[src/rtl/tcs_pkg.sv]
package tcs_pkg;

  localparam int unsigned N_ITRIG   = 4;
  localparam int unsigned ITRIG_IW  = $clog2(N_ITRIG);

  typedef enum logic [2:0] {
    SRC_INTERNAL = 3'd0,
    SRC_ITRIG    = 3'd1,
    SRC_CH0_BOTH = 3'd2,
    SRC_CH0_POL  = 3'd3,
    SRC_CH1_POL  = 3'd4,
    SRC_ETR      = 3'd5
  } src_kind_e;

  typedef struct packed {
    src_kind_e             kind;
    logic [ITRIG_IW-1:0]   itrig_idx;
  } src_sel_t;

endpackage

[src/rtl/tcs_src_decode.sv]
module tcs_src_decode
  import tcs_pkg::*;
#(
  parameter int unsigned SM_W = 3,
  parameter int unsigned TS_W = 3
) (
  input  logic [SM_W-1:0] slave_mode_i,
  input  logic [TS_W-1:0] trig_sel_i,
  input  logic            ext_mode1_i,
  output src_sel_t        sel_o
);

  localparam logic [SM_W-1:0] SM_EXT_CLK = '1;
  localparam int unsigned     TS_CH0_BOTH = N_ITRIG;
  localparam int unsigned     TS_CH0_POL  = N_ITRIG + 1;
  localparam int unsigned     TS_CH1_POL  = N_ITRIG + 2;
  localparam int unsigned     TS_ETR      = N_ITRIG + 3;

  always_comb begin
    sel_o.kind      = SRC_INTERNAL;
    sel_o.itrig_idx = '0;
    if (ext_mode1_i) begin
      sel_o.kind = SRC_ETR;
    end else if (slave_mode_i == SM_EXT_CLK) begin
      if (int'(trig_sel_i) < N_ITRIG) begin
        sel_o.kind      = SRC_ITRIG;
        sel_o.itrig_idx = ITRIG_IW'(trig_sel_i);
      end else if (int'(trig_sel_i) == TS_CH0_BOTH) begin
        sel_o.kind = SRC_CH0_BOTH;
      end else if (int'(trig_sel_i) == TS_CH0_POL) begin
        sel_o.kind = SRC_CH0_POL;
      end else if (int'(trig_sel_i) == TS_CH1_POL) begin
        sel_o.kind = SRC_CH1_POL;
      end else if (int'(trig_sel_i) == TS_ETR) begin
        sel_o.kind = SRC_ETR;
      end
    end
  end

endmodule

[src/rtl/tcs_edge_bank.sv]
module tcs_edge_bank #(
  parameter int unsigned W = 7
) (
  input  logic         clk_i,
  input  logic         rst_ni,
  input  logic [W-1:0] sig_i,
  output logic [W-1:0] rise_o,
  output logic [W-1:0] fall_o
);

  for (genvar g = 0; g < W; g++) begin : g_bit
    logic prev_q;
    logic prev_d;

    always_comb begin
      prev_d = sig_i[g];
    end

    always_ff @(posedge clk_i or negedge rst_ni) begin
      if (!rst_ni) begin
        prev_q <= 1'b0;
      end else begin
        prev_q <= prev_d;
      end
    end

    always_comb begin
      rise_o[g] =  sig_i[g] & ~prev_q;
      fall_o[g] = ~sig_i[g] &  prev_q;
    end
  end

endmodule

[src/rtl/tcs_pulse_mux.sv]
module tcs_pulse_mux
  import tcs_pkg::*;
#(
  parameter int unsigned W       = 7,
  parameter int unsigned IDX_CH0 = 4,
  parameter int unsigned IDX_CH1 = 5,
  parameter int unsigned IDX_ETR = 6
) (
  input  src_sel_t     sel_i,
  input  logic         ch_pol_i,
  input  logic [W-1:0] rise_i,
  input  logic [W-1:0] fall_i,
  output logic         en_o
);

  logic ch0_pol_edge;
  logic ch1_pol_edge;

  always_comb begin
    ch0_pol_edge = ch_pol_i ? fall_i[IDX_CH0] : rise_i[IDX_CH0];
    ch1_pol_edge = ch_pol_i ? fall_i[IDX_CH1] : rise_i[IDX_CH1];
  end

  always_comb begin
    unique case (sel_i.kind)
      SRC_INTERNAL: en_o = 1'b1;
      SRC_ITRIG:    en_o = rise_i[sel_i.itrig_idx];
      SRC_CH0_BOTH: en_o = rise_i[IDX_CH0] | fall_i[IDX_CH0];
      SRC_CH0_POL:  en_o = ch0_pol_edge;
      SRC_CH1_POL:  en_o = ch1_pol_edge;
      SRC_ETR:      en_o = rise_i[IDX_ETR];
      default:      en_o = 1'b0;
    endcase
  end

endmodule

[src/rtl/tmr_clksrc_sel.sv]
module tmr_clksrc_sel
  import tcs_pkg::*;
#(
  parameter int unsigned SM_W = 3,
  parameter int unsigned TS_W = 3
) (
  input  logic               clk_i,
  input  logic               rst_ni,
  input  logic [SM_W-1:0]    slave_mode_i,
  input  logic [TS_W-1:0]    trig_sel_i,
  input  logic               ext_mode1_i,
  input  logic               ch_pol_i,
  input  logic               ch0_i,
  input  logic               ch1_i,
  input  logic [N_ITRIG-1:0] itrig_i,
  input  logic               etr_filt_i,
  output logic               cnt_en_o
);

  localparam int unsigned IDX_CH0 = N_ITRIG;
  localparam int unsigned IDX_CH1 = N_ITRIG + 1;
  localparam int unsigned IDX_ETR = N_ITRIG + 2;
  localparam int unsigned NSIG    = N_ITRIG + 3;

  src_sel_t        sel;
  logic [NSIG-1:0] sig_vec;
  logic [NSIG-1:0] rise_vec;
  logic [NSIG-1:0] fall_vec;
  logic            en_d;
  logic            en_q;

  always_comb begin
    sig_vec = {etr_filt_i, ch1_i, ch0_i, itrig_i};
  end

  tcs_src_decode #(
    .SM_W (SM_W),
    .TS_W (TS_W)
  ) u_decode (
    .slave_mode_i (slave_mode_i),
    .trig_sel_i   (trig_sel_i),
    .ext_mode1_i  (ext_mode1_i),
    .sel_o        (sel)
  );

  tcs_edge_bank #(
    .W (NSIG)
  ) u_edges (
    .clk_i  (clk_i),
    .rst_ni (rst_ni),
    .sig_i  (sig_vec),
    .rise_o (rise_vec),
    .fall_o (fall_vec)
  );

  tcs_pulse_mux #(
    .W       (NSIG),
    .IDX_CH0 (IDX_CH0),
    .IDX_CH1 (IDX_CH1),
    .IDX_ETR (IDX_ETR)
  ) u_mux (
    .sel_i    (sel),
    .ch_pol_i (ch_pol_i),
    .rise_i   (rise_vec),
    .fall_i   (fall_vec),
    .en_o     (en_d)
  );

  always_ff @(posedge clk_i or negedge rst_ni) begin
    if (!rst_ni) begin
      en_q <= 1'b0;
    end else begin
      en_q <= en_d;
    end
  end

  assign cnt_en_o = en_q;

endmodule

[config.mk]
export PLATFORM = sky130hd
export DESIGN_NAME = tmr_clksrc_sel
export DESIGN_NICKNAME = d
export VERILOG_FILES = /design/src/rtl/tcs_pkg.sv /design/src/rtl/tcs_src_decode.sv /design/src/rtl/tcs_edge_bank.sv /design/src/rtl/tcs_pulse_mux.sv /design/src/rtl/tmr_clksrc_sel.sv
export SDC_FILE = /design/constraint.sdc
export NUM_CORES = 1
export LEC_CHECK = 0
export ABC_AREA = 0
export BUFFER_PORTS_ARGS = -buffer_cell sky130_fd_sc_hd__clkbuf_2
export CELL_PAD_IN_SITES_DETAIL_PLACEMENT = 1
export CELL_PAD_IN_SITES_GLOBAL_PLACEMENT = 1
export CORE_AREA = 2 2 39 41
export DETAILED_ROUTE_END_ITERATION = 10
export DIE_AREA = 0 0 41 43
export PLACE_DENSITY_LB_ADDON = 0.1
export RECOVER_POWER = 50
export SLEW_MARGIN = 20
export SYNTH_ARGS = -nofsm -noshare
export SYNTH_HDL_FRONTEND = slang
export SYNTH_SLANG_ARGS = --single-unit
[constraint.sdc]
create_clock -name clk_i -period 1.4 [get_ports clk_i]
set_clock_uncertainty 0.05 [all_clocks]
set_input_delay 0.14 -clock clk_i [delete_from_list [all_inputs] [get_ports clk_i]]
set_output_delay 0.14 -clock clk_i [all_outputs]
set_load 0.1 [all_outputs]
# Word level (Yosys, flattened, before mapping)
# Cells that the tools add are included.
[op_classes]
n_eq_ne = 10
n_reduce_logical = 1
mux = 14
bitwise_logic = 19
magnitude_cmp = 2
[op_table]
columns = ["cell", "count"]
rows = [
  ["3-bit == test (second input constant)", 7],
  ["3-bit two-way mux", 6],
  ["1-bit AND", 9],
  ["1-bit inverter", 9],
  ["3-bit by 2-bit == test with 1-bit output (second input constant)", 2],
  ["1-bit case mux with 6 select lines", 1],
  ["5-bit two-way mux", 1],
  ["2-bit by 4-bit < comparator with 1-bit output (second input constant)", 1],
  ["2-bit two-way mux", 2],
  ["3-bit by 1-bit == test with 1-bit output (second input constant)", 1],
  ["3-bit zero test", 1],
  ["3-bit < comparator (second input constant)", 1],
  ["1-bit two-way mux", 3],
  ["1-bit binary-select mux with 2-bit select", 1],
  ["1-bit OR", 1],
]
[totals]
register_bits = 8
output_inout_bits = 1
in_bits = 17
elab_cells = 54

# Depth between registers and ports, before layout
# Gate-level depths: netlist of run 1.
[depth]
word_depth = 11
depth_mapped = 5
mapped_depth_nobuf = 5

# By module
# A second synthesis of run 1 with hierarchy kept.
[hier_totals]
hier_cells = 42
area_unflattened_um2 = 498.0
[modules_own_cells]
columns = ["module", "seq_area_each_um2", "cells_each", "n_inst", "area_per_inst_um2"]
rows = [
  ["tcs_edge_bank", 175.2, 21, 1, 297.8],
  ["tcs_pulse_mux", 0.0, 12, 1, 96.3],
  ["tcs_src_decode", 0.0, 8, 1, 78.8],
  ["tmr_clksrc_sel", 25.0, 1, 1, 25.0],
]

# Least setup slack after synthesis of run 1
# No wires, ideal clock.
[synth_path]
path_kind = "reg-to-reg"
from = "register u_edges.g_bit[5].prev_q"
to = "register en_q, in the netlist cnt_en_o"
path_buffers = 0
arrival_time_ns = 1.126
synth_period_minus_slack_ns = 1.256
setup_time_ns = 0.080
slack_ns = 0.144
t_required_ns = 1.270
path_stages_with_launch = 4
cell_sequence = "dfrtp_1 > or3b_1 > a311o_1 > o211ai_2"
[synth_between]
elab_chain_len = 4
word_cells_on_any_way = 5
cone_classes = "mux: 2; bitwise: 3"
[synth_lines]
columns = ["item", "line_no", "text"]
rows = [
  ["start, declared", "tcs_edge_bank.sv:12", "logic prev_q;"],
  ["start signal, assigned", "tcs_edge_bank.sv:23", "prev_q <= prev_d;"],
  ["1-bit inverter", "tcs_edge_bank.sv:28", "rise_o[g] = sig_i[g] & ~prev_q;"],
  ["1-bit AND", "tcs_edge_bank.sv:28", ""],
  ["1-bit two-way mux *", "tcs_pulse_mux.sv:21", "ch1_pol_edge = ch_pol_i ? fall_i[IDX_CH1] : rise_i[IDX_CH1];"],
  ["1-bit case mux with 6 select lines *", "tcs_pulse_mux.sv:25", "unique case (sel_i.kind)"],
  ["named net en_d", "tmr_clksrc_sel.sv:29", "logic en_d;"],
  ["end signal, assigned", "tmr_clksrc_sel.sv:73", "en_q <= en_d;"],
  ["end, declared", "tmr_clksrc_sel.sv:30", "logic en_q;"],
]
# Mark *: on every way through the listed nets, which the timed path passes. The rest lies on a longest branch.

# Final worst setup path of run 1
[layout_path]
from = "input port itrig_i[0]"
to = "register en_q, in the netlist cnt_en_o"
[layout_between]
elab_chain_len = 4
[layout_lines]
columns = ["item", "line_no", "text"]
rows = [
  ["start, declared", "tmr_clksrc_sel.sv:15", "input logic [N_ITRIG-1:0] itrig_i,"],
  ["1-bit AND", "tcs_edge_bank.sv:28", ""],
  ["1-bit binary-select mux with 2-bit select", "tcs_pulse_mux.sv:27", "SRC_ITRIG: en_o = rise_i[sel_i.itrig_idx];"],
  ["1-bit two-way mux (implied by the code)", "tcs_pulse_mux.sv:27", ""],
  ["1-bit case mux with 6 select lines", "tcs_pulse_mux.sv:25", ""],
  ["named net en_d", "tmr_clksrc_sel.sv:29", ""],
]
# The timed path passes the listed nets, and every way through them passes these cells. The select of a mux whose other input is x is not followed.

==> results of run 1 <==
-- worst paths after layout --
| path | from | to | slack, ns | depth (start not counted) |
|---|---|---|---|---|
| max | itrig_i[0] | cnt_en_o$_DFF_PN0_ | 0.11 | 6 |
| max in group asynchronous | rst_ni | u_edges.g_bit[4].prev_q$_DFF_PN0_ | 0.71 | 2 |
| min in group asynchronous | rst_ni | u_edges.g_bit[1].prev_q$_DFF_PN0_ | 0.29 | 2 |
| min | ext_mode1_i | cnt_en_o$_DFF_PN0_ | 0.12 | 2 |
| min reg2reg | u_edges.g_bit[4].prev_q$_DFF_PN0_ | cnt_en_o$_DFF_PN0_ | 0.68 | 4 |
| max reg2reg | u_edges.g_bit[5].prev_q$_DFF_PN0_ | cnt_en_o$_DFF_PN0_ | 0.11 | 3 |
-- power groups by stage --
stage	sequential [mW]	combinational (mW)	clock, mW
finish	0.249	0.113	0.171
global route	0.250	0.126	0.195
CTS	0.249	0.110	0.180
detailed placement	0.253	0.0916	0
global placement	0.252	0.0893	0
floorplan	0.271	0.0282	0
-- flip-flops by register name, indices dropped and copies added, names as in the netlist --
| name | cells |
|---|---|
| cnt_en_o | 1 |
| u_edges.g_bit.prev_q | 7 |
-- through the flow --
stage               instances  cell area (um^2)  setup slack (ns)  power, mW
finish                     78               613             0.107      0.533
global route               78               613           0.00122      0.571
CTS                        78               597            0.0410      0.538
detailed placement         67               494            0.0851      0.344
global placement           67               494             0.124      0.341
floorplan                  34               389             0.144      0.299
-- cell type report --
type	instances	area, um^2	area share
repair buffers	25	164	0.267
flip-flops and latches	8	200	0.327
clock buffers	3	22.5	0.0367
multi-input cells	20	184	0.300
well taps	16	20.0	0.0327
inverters	6	22.5	0.0367
-- critical path, cell delays in order --
cell	delay [ns]
dlygate4sd3_1	0.53
clkbuf_2	0.11
nor3b_2	0.15
a311oi_2	0.19
o31a_1	0.17
o211ai_2	0.08
-- timing repair --
| action | 4_1_cts | 5_1_grt |
|---|---|---|
| endpoints found under the hold margin | 15 | 0 |
| setup endpoints to repair | 0 | 1 |
| hold buffers | 8 | 0 |
| resized for setup | 0 | 3 |
-- routing by layer --
layer | track usage | up-vias | wire [um]
li1 | - | 182 | -
met1 | 0.164 | 184 | 361
met2 | 0.216 | 11 | 501
met3 | 0.0995 | 0 | 96
met4 | 0.0200 | 0 | 0
met5 | 0 | - | 0
-- placed cells by master, fill, tap and decap left out, drive strengths merged --
cell          n
nor2          1
nor3b         1
a211oi        1
or3b          1
nand3b        2
o2111ai       1
clkbuf       20
a311oi        1
a311o         1
inv           6
a31oi         1
and3          1
ha            2
mux2          1
dlygate4sd3   8
o311a         1
o31a          1
nand2b        1
a21oi         2
dfrtp         8
o211ai        1
-- logic make-up (layout without fill, tap and decap cells) --
logic type	Yosys count	count (layout)	share of synthesized area
buffers and inverters	6	34	0.0579
adder cells (fa/ha/maj)	2	2	0.0643
multiplexers	1	1	0.0289
AND/OR/NAND/NOR	7	7	0.122
AO/OA/AOI/OAI	10	10	0.212
flip-flops	8	8	0.514
==> impl_metrics.py, run 1 <==
metrics = {
    "placed_design": {
        "port_buffers": 17,
        "gp_congestion": 0.713,
        "hpwl_um": 714,
    },
    "final_layout": {
        "antenna_cells": 0,
        "nNetsFinal": 83,
        "fillers": 165,
        "postLayoutCoreUtil": 0.443,
        "drive_gt1_frac": 0.387,
        "area_growth_pct": 57.6,
    },
    "global_routing": {
        "grt_use_total": 0.143,
        "grt_pass1_wl_mm": 1.64,
        "grt_overflow": 0,
        "grt_max_degree": 9,
        "antenna_found_initial": 0,
        "grt_pass1_vias": 392,
    },
    "power": {
        "combinationalPowerShare": 0.211,
        "leakagePower_nw": 0.298,
        "switching_share": 0.261,
        "power_density_nw_per_um2": 869,
        "peakVddDrop_mv": 0.387,
        "seqPwrFrac": 0.467,
        "clkPwrFrac": 0.321,
        "power.internal_uw": 394,
        "switching_power_uw": 139,
    },
    "synthesis": {
        "synthDistinctLibCells": 19,
        "yosysWarnings": 0,
        "ys_seq_elements": 8,
        "synth_most_common_cell": "dfrtp_1",
        "synth_area_leader_cell": "dfrtp_1",
        "synth_top_cells_by_area": "dfrtp_1, ha_1, inv_1, nand3b_1, o211ai_2",
        "ys_seq_area_frac": 0.514,
        "synth_area_per_cell_um2": 11.4,
        "synthFlopType": "dfrtp_1",
        "syn_inst": 34,
        "ys_top_cells_by_count": "dfrtp_1, inv_1, a21oi_1, ha_1, nand3b_1",
        "syn-cell-area_um2": 389,
        "synth-edff-count": 0,
        "async_reset_ff_frac": 1.00,
        "synthesis.nets": 53,
        "synth_top_area_frac": 0.514,
    },
    "critical_path": {
        "required_ns": 1.48,
        "cp-end-kind": "flip-flop",
        "crit_type": "in2reg",
        "worstPathArrival_ns": 1.37,
        "cp_max_fo": 2,
        "cp-start-kind": "primary input",
    },
    "floorplan": {
        "fp.dieH_um": 43,
        "start_util": 0.281,
        "coreArea_um2": 1380,
        "die_x_um": 41,
        "dieArea_um2": 1760,
        "row_count": 14,
        "ios": 18,
    },
    "routing": {
        "finalWirelength_um": 959,
        "drt-initial-drc-count": 3,
        "vias": 377,
        "avgViaCountPerCell": 4.83,
        "routedWlPerCell_um": 12.3,
        "postRouteAntennaNets": 0,
        "post-route-drc-count": 0,
        "drtPass1Iterations": 4,
    },
    "timing": {
        "rsz0062_at_grt": "false",
        "timing.fmax_mhz": 774,
        "finalCriticalPeriod_ns": 1.29,
        "final.setup.tns_ns": 0,
        "setup_viol": 0,
        "period_share": 0.923,
        "slew_violations": 0,
        "max_slew_margin": 0.641,
        "holdWs_ns": 0.117,
        "worstMarginPinSlew_ns": 0.541,
        "hold_viol": 0,
    },
    "cts": {
        "cts_sinks": 8,
        "clkTransAtPathRegs_ns": 0.05,
        "cts_made_buffers": 3,
        "root_buffer": "clkbuf_4",
        "clockBufferDepth": 2,
        "cts_tree": "yes",
        "postCtsSetupRepairBufs": 0,
        "insertion_delay_ns": 0.25,
        "htreeDepth": 1,
    },
    "status": {
        "status": "complete, no violations",
    },
    "min_path": {
        "worstHoldPathType": "in2reg",
    },
    "job": {
        "max_cap_violations": 0,
    },
}
No activity file was read; power rests on OpenSTA's default activity.
==> run 2, diff against run 1 <==
--- a/config.mk
+++ b/config.mk
@@ -12,7 +12,7 @@
 export CORE_AREA = 2 2 39 41
 export DETAILED_ROUTE_END_ITERATION = 10
 export DIE_AREA = 0 0 41 43
-export PLACE_DENSITY_LB_ADDON = 0.1
+export PLACE_DENSITY = 0.67
 export RECOVER_POWER = 50
 export SLEW_MARGIN = 20
 export SYNTH_ARGS = -nofsm -noshare
==> run 2 against run 1 <==
Compared with the run above: sequential cell count unchanged; clock power barely moved; via count down 0.53%; highest routed layer is now met4.
==> impl_metrics.py, run 2 (same netlist as run 1, synthesis figures left out) <==
metrics = {
    "status": {
        "status": "complete, no violations",
    },
    "cts": {
        "cts_tree": "yes",
        "clkTransAtPathRegs_ns": 0.06,
        "cts_sinks": 8,
        "cts_made_buffers": 3,
        "htreeDepth": 1,
        "postCtsSetupRepairBufs": 0,
        "root_buffer": "clkbuf_4",
        "insertion_delay_ns": 0.25,
        "clockBufferDepth": 2,
    },
    "final_layout": {
        "antenna_cells": 0,
        "area_growth_pct": 53.1,
        "largest_reg_flops": 7,
        "multi_input_area_um2": 166,
        "largest_register": "u_edges.g_bit.prev_q",
        "fin_area_um2": 596,
        "drive_gt1_frac": 0.339,
        "layout_commonest_cell": "clkbuf_2",
        "layout_common_cells": "clkbuf_2, dfrtp_1, dlygate4sd3_1",
        "nNetsFinal": 83,
        "fillers": 170,
        "register_area_um2": 200,
    },
    "global_routing": {
        "grt_pass1_vias": 381,
        "grt_max_degree": 9,
        "grt_overflow": 0,
        "antenna_found_initial": 0,
        "grt_pass1_wl_mm": 1.51,
        "grt_use_total": 0.127,
    },
    "routing": {
        "drt-initial-drc-count": 2,
        "vias": 375,
        "drtPass1Iterations": 2,
        "post-route-drc-count": 0,
        "finalWirelength_um": 933,
        "postRouteAntennaNets": 0,
        "routedWlPerCell_um": 12.0,
        "avgViaCountPerCell": 4.81,
    },
    "timing": {
        "hold_viol": 0,
        "setup_viol": 0,
        "finalCriticalPeriod_ns": 1.34,
        "slew_violations": 0,
        "max_slew_margin": 0.642,
        "rsz0062_at_grt": "false",
        "timing.fmax_mhz": 747,
        "worstMarginPinSlew_ns": 0.539,
        "holdWs_ns": 0.114,
        "final.setup.tns_ns": 0,
        "period_share": 0.956,
    },
    "power": {
        "seqPwrFrac": 0.469,
        "switching_share": 0.260,
        "power_density_nw_per_um2": 889,
        "combinationalPowerShare": 0.203,
        "clkPwrFrac": 0.328,
        "power.internal_uw": 392,
        "switching_power_uw": 138,
        "peakVddDrop_mv": 0.404,
        "leakagePower_nw": 0.296,
    },
    "critical_path": {
        "worstRegToRegCells": 5,
        "worstPathArrival_ns": 1.42,
        "crit_type": "in2reg",
        "cp_max_fo": 2,
        "cp-start-kind": "primary input",
        "cp-end-kind": "flip-flop",
        "required_ns": 1.48,
    },
    "floorplan": {
        "coreArea_um2": 1380,
        "dieArea_um2": 1760,
        "die_x_um": 41,
        "row_count": 14,
        "fp.dieH_um": 43,
        "ios": 18,
        "start_util": 0.281,
    },
    "job": {
        "max_cap_violations": 0,
    },
    "placed_design": {
        "gp_congestion": 0.655,
        "port_buffers": 17,
        "place_area_um2": 494,
    },
    "min_path": {
        "worstHoldPathType": "in2reg",
        "min_path_cells": 2,
    },
}
## run 2: final timing paths
kind / endpoint / from / slack (ns)
hold reg to reg: cnt_en_o$_DFF_PN0_ / u_edges.g_bit[2].prev_q$_DFF_PN0_ / 0.67
max in group asynchronous: u_edges.g_bit[3].prev_q$_DFF_PN0_ / rst_ni / 0.67
min in group asynchronous: u_edges.g_bit[6].prev_q$_DFF_PN0_ / rst_ni / 0.30
setup / recovery: cnt_en_o$_DFF_PN0_ / itrig_i[0] / 0.06
setup reg to reg: cnt_en_o$_DFF_PN0_ / u_edges.g_bit[4].prev_q$_DFF_PN0_ / 0.10
hold / removal: cnt_en_o$_DFF_PN0_ / ext_mode1_i / 0.11
## run 2: area by class of cell
class / instances / share of cell area
clock buffers: 3 / 0.0378
repair buffers: 25 / 0.275
inverters: 6 / 0.0378
multi-input cells: 20 / 0.279
well taps: 16 / 0.0336
flip-flops and latches: 8 / 0.336
## run 2: power groups by stage
stage,Clock [mW],Combinational [mW],Sequential (mW)
floorplan,0,0.0282,0.271
global route,0.199,0.119,0.249
finish,0.174,0.108,0.248
detailed placement,0,0.0914,0.252
global placement,0,0.0909,0.252
CTS,0.183,0.109,0.248
## run 2: routing by layer
layer	routed length, um	part of all wire	track usage
met5	0	0	0
met2	430	0.46	0.188
met4	9	0.0096	0.0800
met1	434	0.47	0.157
met3	59	0.063	0.0314
## run 2: per-stage QoR
step	worst slack [ns]	utilization	power [mW]	instances
2_1_floorplan	0.144	-	0.299	34
3_3_place_gp	0.120	0.357	0.343	67
3_5_place_dp	0.112	0.357	0.344	67
4_1_cts	0.0601	0.431	0.540	78
5_1_grt	0.00274	0.430	0.566	78
6_report	0.0614	0.430	0.530	78
## run 2: timing repair
item | in CTS | in global routing
hold buffers | 8 | 0
setup endpoints to repair | 0 | 0
resized for setup | 0 | 0
endpoints found under the hold margin | 15 | 0
## run 2: worst max-delay path, stage by stage
cell and delay (ns):
dlygate4sd3_1 0.54, clkbuf_2 0.11, nor3b_1 0.13, a311oi_1 0.25, o31a_1 0.17, o211ai_2 0.07
==> run 3, diff against run 2 <==
--- a/config.mk
+++ b/config.mk
@@ -12,6 +12,7 @@
 export CORE_AREA = 2 2 39 41
 export DETAILED_ROUTE_END_ITERATION = 10
 export DIE_AREA = 0 0 41 43
+export GPL_TIMING_DRIVEN = 0
 export PLACE_DENSITY = 0.67
 export RECOVER_POWER = 50
 export SLEW_MARGIN = 20
==> constraint.sdc (replaced) <==
create_clock -name clk_i -period 1.3 [get_ports clk_i]
set_clock_uncertainty 0.05 [all_clocks]
set_input_delay 0.13 -clock clk_i [delete_from_list [all_inputs] [get_ports clk_i]]
set_output_delay 0.13 -clock clk_i [all_outputs]
set_load 0.1 [all_outputs]
==> run 3 against run 2 <==
Compared with the run above: worst hold slack better by 0.016 ns; sequential cell count stayed put; clock power is 6% higher; routed wire length is 7.0% higher; final area is 1.9% higher; critical path depth is 2 lower.
==> impl_metrics.py, run 3 (same netlist as run 1, synthesis figures left out) <==
metrics = {
    "timing": {
        "setup_viol": 0,
        "finalCriticalPeriod_ns": 1.28,
        "rsz0062_at_grt": "true",
        "setup_ws_ns": 0.0178,
        "final.setup.tns_ns": 0,
        "worstMarginPinSlew_ns": 0.538,
        "period_share": 0.986,
        "timing.fmax_mhz": 780,
        "slew_violations": 0,
        "hold_viol": 0,
        "max_slew_margin": 0.643,
        "holdWs_ns": 0.130,
    },
    "floorplan": {
        "ios": 18,
        "dieArea_um2": 1760,
        "fp.dieH_um": 43,
        "coreArea_um2": 1380,
        "start_util": 0.281,
        "row_count": 14,
        "die_x_um": 41,
    },
    "power": {
        "clkPwrFrac": 0.321,
        "combinationalPowerShare": 0.214,
        "switching_power_uw": 151,
        "power.internal_uw": 424,
        "report.power.total_uw": 575,
        "switching_share": 0.262,
        "seqPwrFrac": 0.465,
        "peakVddDrop_mv": 0.458,
        "leakagePower_nw": 0.297,
        "power_density_nw_per_um2": 947,
    },
    "cts": {
        "postCtsSetupRepairBufs": 0,
        "root_buffer": "clkbuf_4",
        "clkTransAtPathRegs_ns": 0.05,
        "cts_tree": "yes",
        "htreeDepth": 1,
        "insertion_delay_ns": 0.25,
        "cts_sinks": 8,
        "clockBufferDepth": 2,
        "cts_made_buffers": 3,
    },
    "critical_path": {
        "cp_max_fo": 2,
        "required_ns": 1.37,
        "cp-end-kind": "flip-flop",
        "worstPathArrival_ns": 1.36,
        "cp-start-kind": "flip-flop",
        "crit_type": "reg2reg",
    },
    "final_layout": {
        "largest_register": "u_edges.g_bit.prev_q",
        "fin_area_um2": 607,
        "layout_common_cells": "clkbuf_2, dfrtp_1, dlygate4sd3_1",
        "drive_gt1_frac": 0.371,
        "fillers": 165,
        "postLayoutCoreUtil": 0.439,
        "antenna_cells": 0,
        "area_growth_pct": 55.9,
        "layout_commonest_cell": "clkbuf_2",
        "multi_input_area_um2": 178,
        "fin_cells": 78,
        "register_area_um2": 200,
        "nNetsFinal": 83,
        "largest_reg_flops": 7,
    },
    "routing": {
        "post-route-drc-count": 0,
        "avgViaCountPerCell": 4.71,
        "drt-initial-drc-count": 2,
        "routedWlPerCell_um": 12.8,
        "drtPass1Iterations": 2,
        "finalWirelength_um": 998,
        "vias": 367,
        "postRouteAntennaNets": 0,
    },
    "min_path": {
        "worstHoldPathType": "in2reg",
    },
    "status": {
        "status": "complete, no violations",
    },
    "placed_design": {
        "port_buffers": 17,
        "gp_congestion": 0.652,
        "place_area_um2": 494,
        "numPlacedInstances": 67,
        "dpl_worst_slack_ns": -0.0130,
        "hpwl_um": 708,
    },
    "global_routing": {
        "grt_max_degree": 9,
        "grt_use_total": 0.144,
        "grt_overflow": 0,
        "grt_pass1_wl_mm": 1.61,
        "antenna_found_initial": 0,
        "grt_pass1_vias": 393,
    },
    "job": {
        "max_cap_violations": 0,
    },
}
[run 3: cell counts in the layout (fill, tap and decap cells not counted)]
Identical to the previous run, type by type.
[run 3: worst paths after layout]
check                                                  start  slack (ns)                                end  cells after the start
setup / recovery           u_edges.g_bit[4].prev_q$_DFF_PN0_        0.02                 cnt_en_o$_DFF_PN0_                      4
hold / removal                                   ext_mode1_i        0.13                 cnt_en_o$_DFF_PN0_                      2
setup reg to reg           u_edges.g_bit[4].prev_q$_DFF_PN0_        0.02                 cnt_en_o$_DFF_PN0_                      4
hold reg to reg            u_edges.g_bit[2].prev_q$_DFF_PN0_        0.69                 cnt_en_o$_DFF_PN0_                      3
max in group asynchronous                             rst_ni        0.60  u_edges.g_bit[1].prev_q$_DFF_PN0_                      2
min in group asynchronous                             rst_ni        0.29  u_edges.g_bit[5].prev_q$_DFF_PN0_                      2
[run 3: area by class of cell]
type | instances | area share
timing repair buffer | 25 | 0.270
clock buffer | 3 | 0.0371
inverter | 6 | 0.0371
tap | 16 | 0.0330
multi-input combinational | 20 | 0.293
sequential | 8 | 0.330
[run 3: power groups by stage]
stage | combinational (mW) | sequential [mW] | clock [mW]
after floorplan | 0.0303 | 0.292 | 0
after detailed placement | 0.0995 | 0.272 | 0
after CTS | 0.124 | 0.267 | 0.199
after global routing | 0.135 | 0.269 | 0.210
after global placement | 0.0973 | 0.271 | 0
final | 0.123 | 0.267 | 0.185
[run 3: critical path, cell delays in order, from the launching register on]
cell	delay, ns
dfrtp_1	0.37
ha_1	0.18
mux2_2	0.28
o2111ai_2	0.17
o211ai_2	0.10
[run 3: repair_timing]
action | 4_1_cts | 5_1_grt
setup endpoints to repair | 1 | 1
gates resized for setup | 2 | 0
hold buffers | 8 | 0
pin swaps | 1 | 1
endpoints found under the hold margin | 15 | 0
[run 3: per-layer routing]
metal	wire, um	track usage
met2	537	0.231
met3	73	0.0942
met1	388	0.146
met4	0	0.0400
met5	0	0
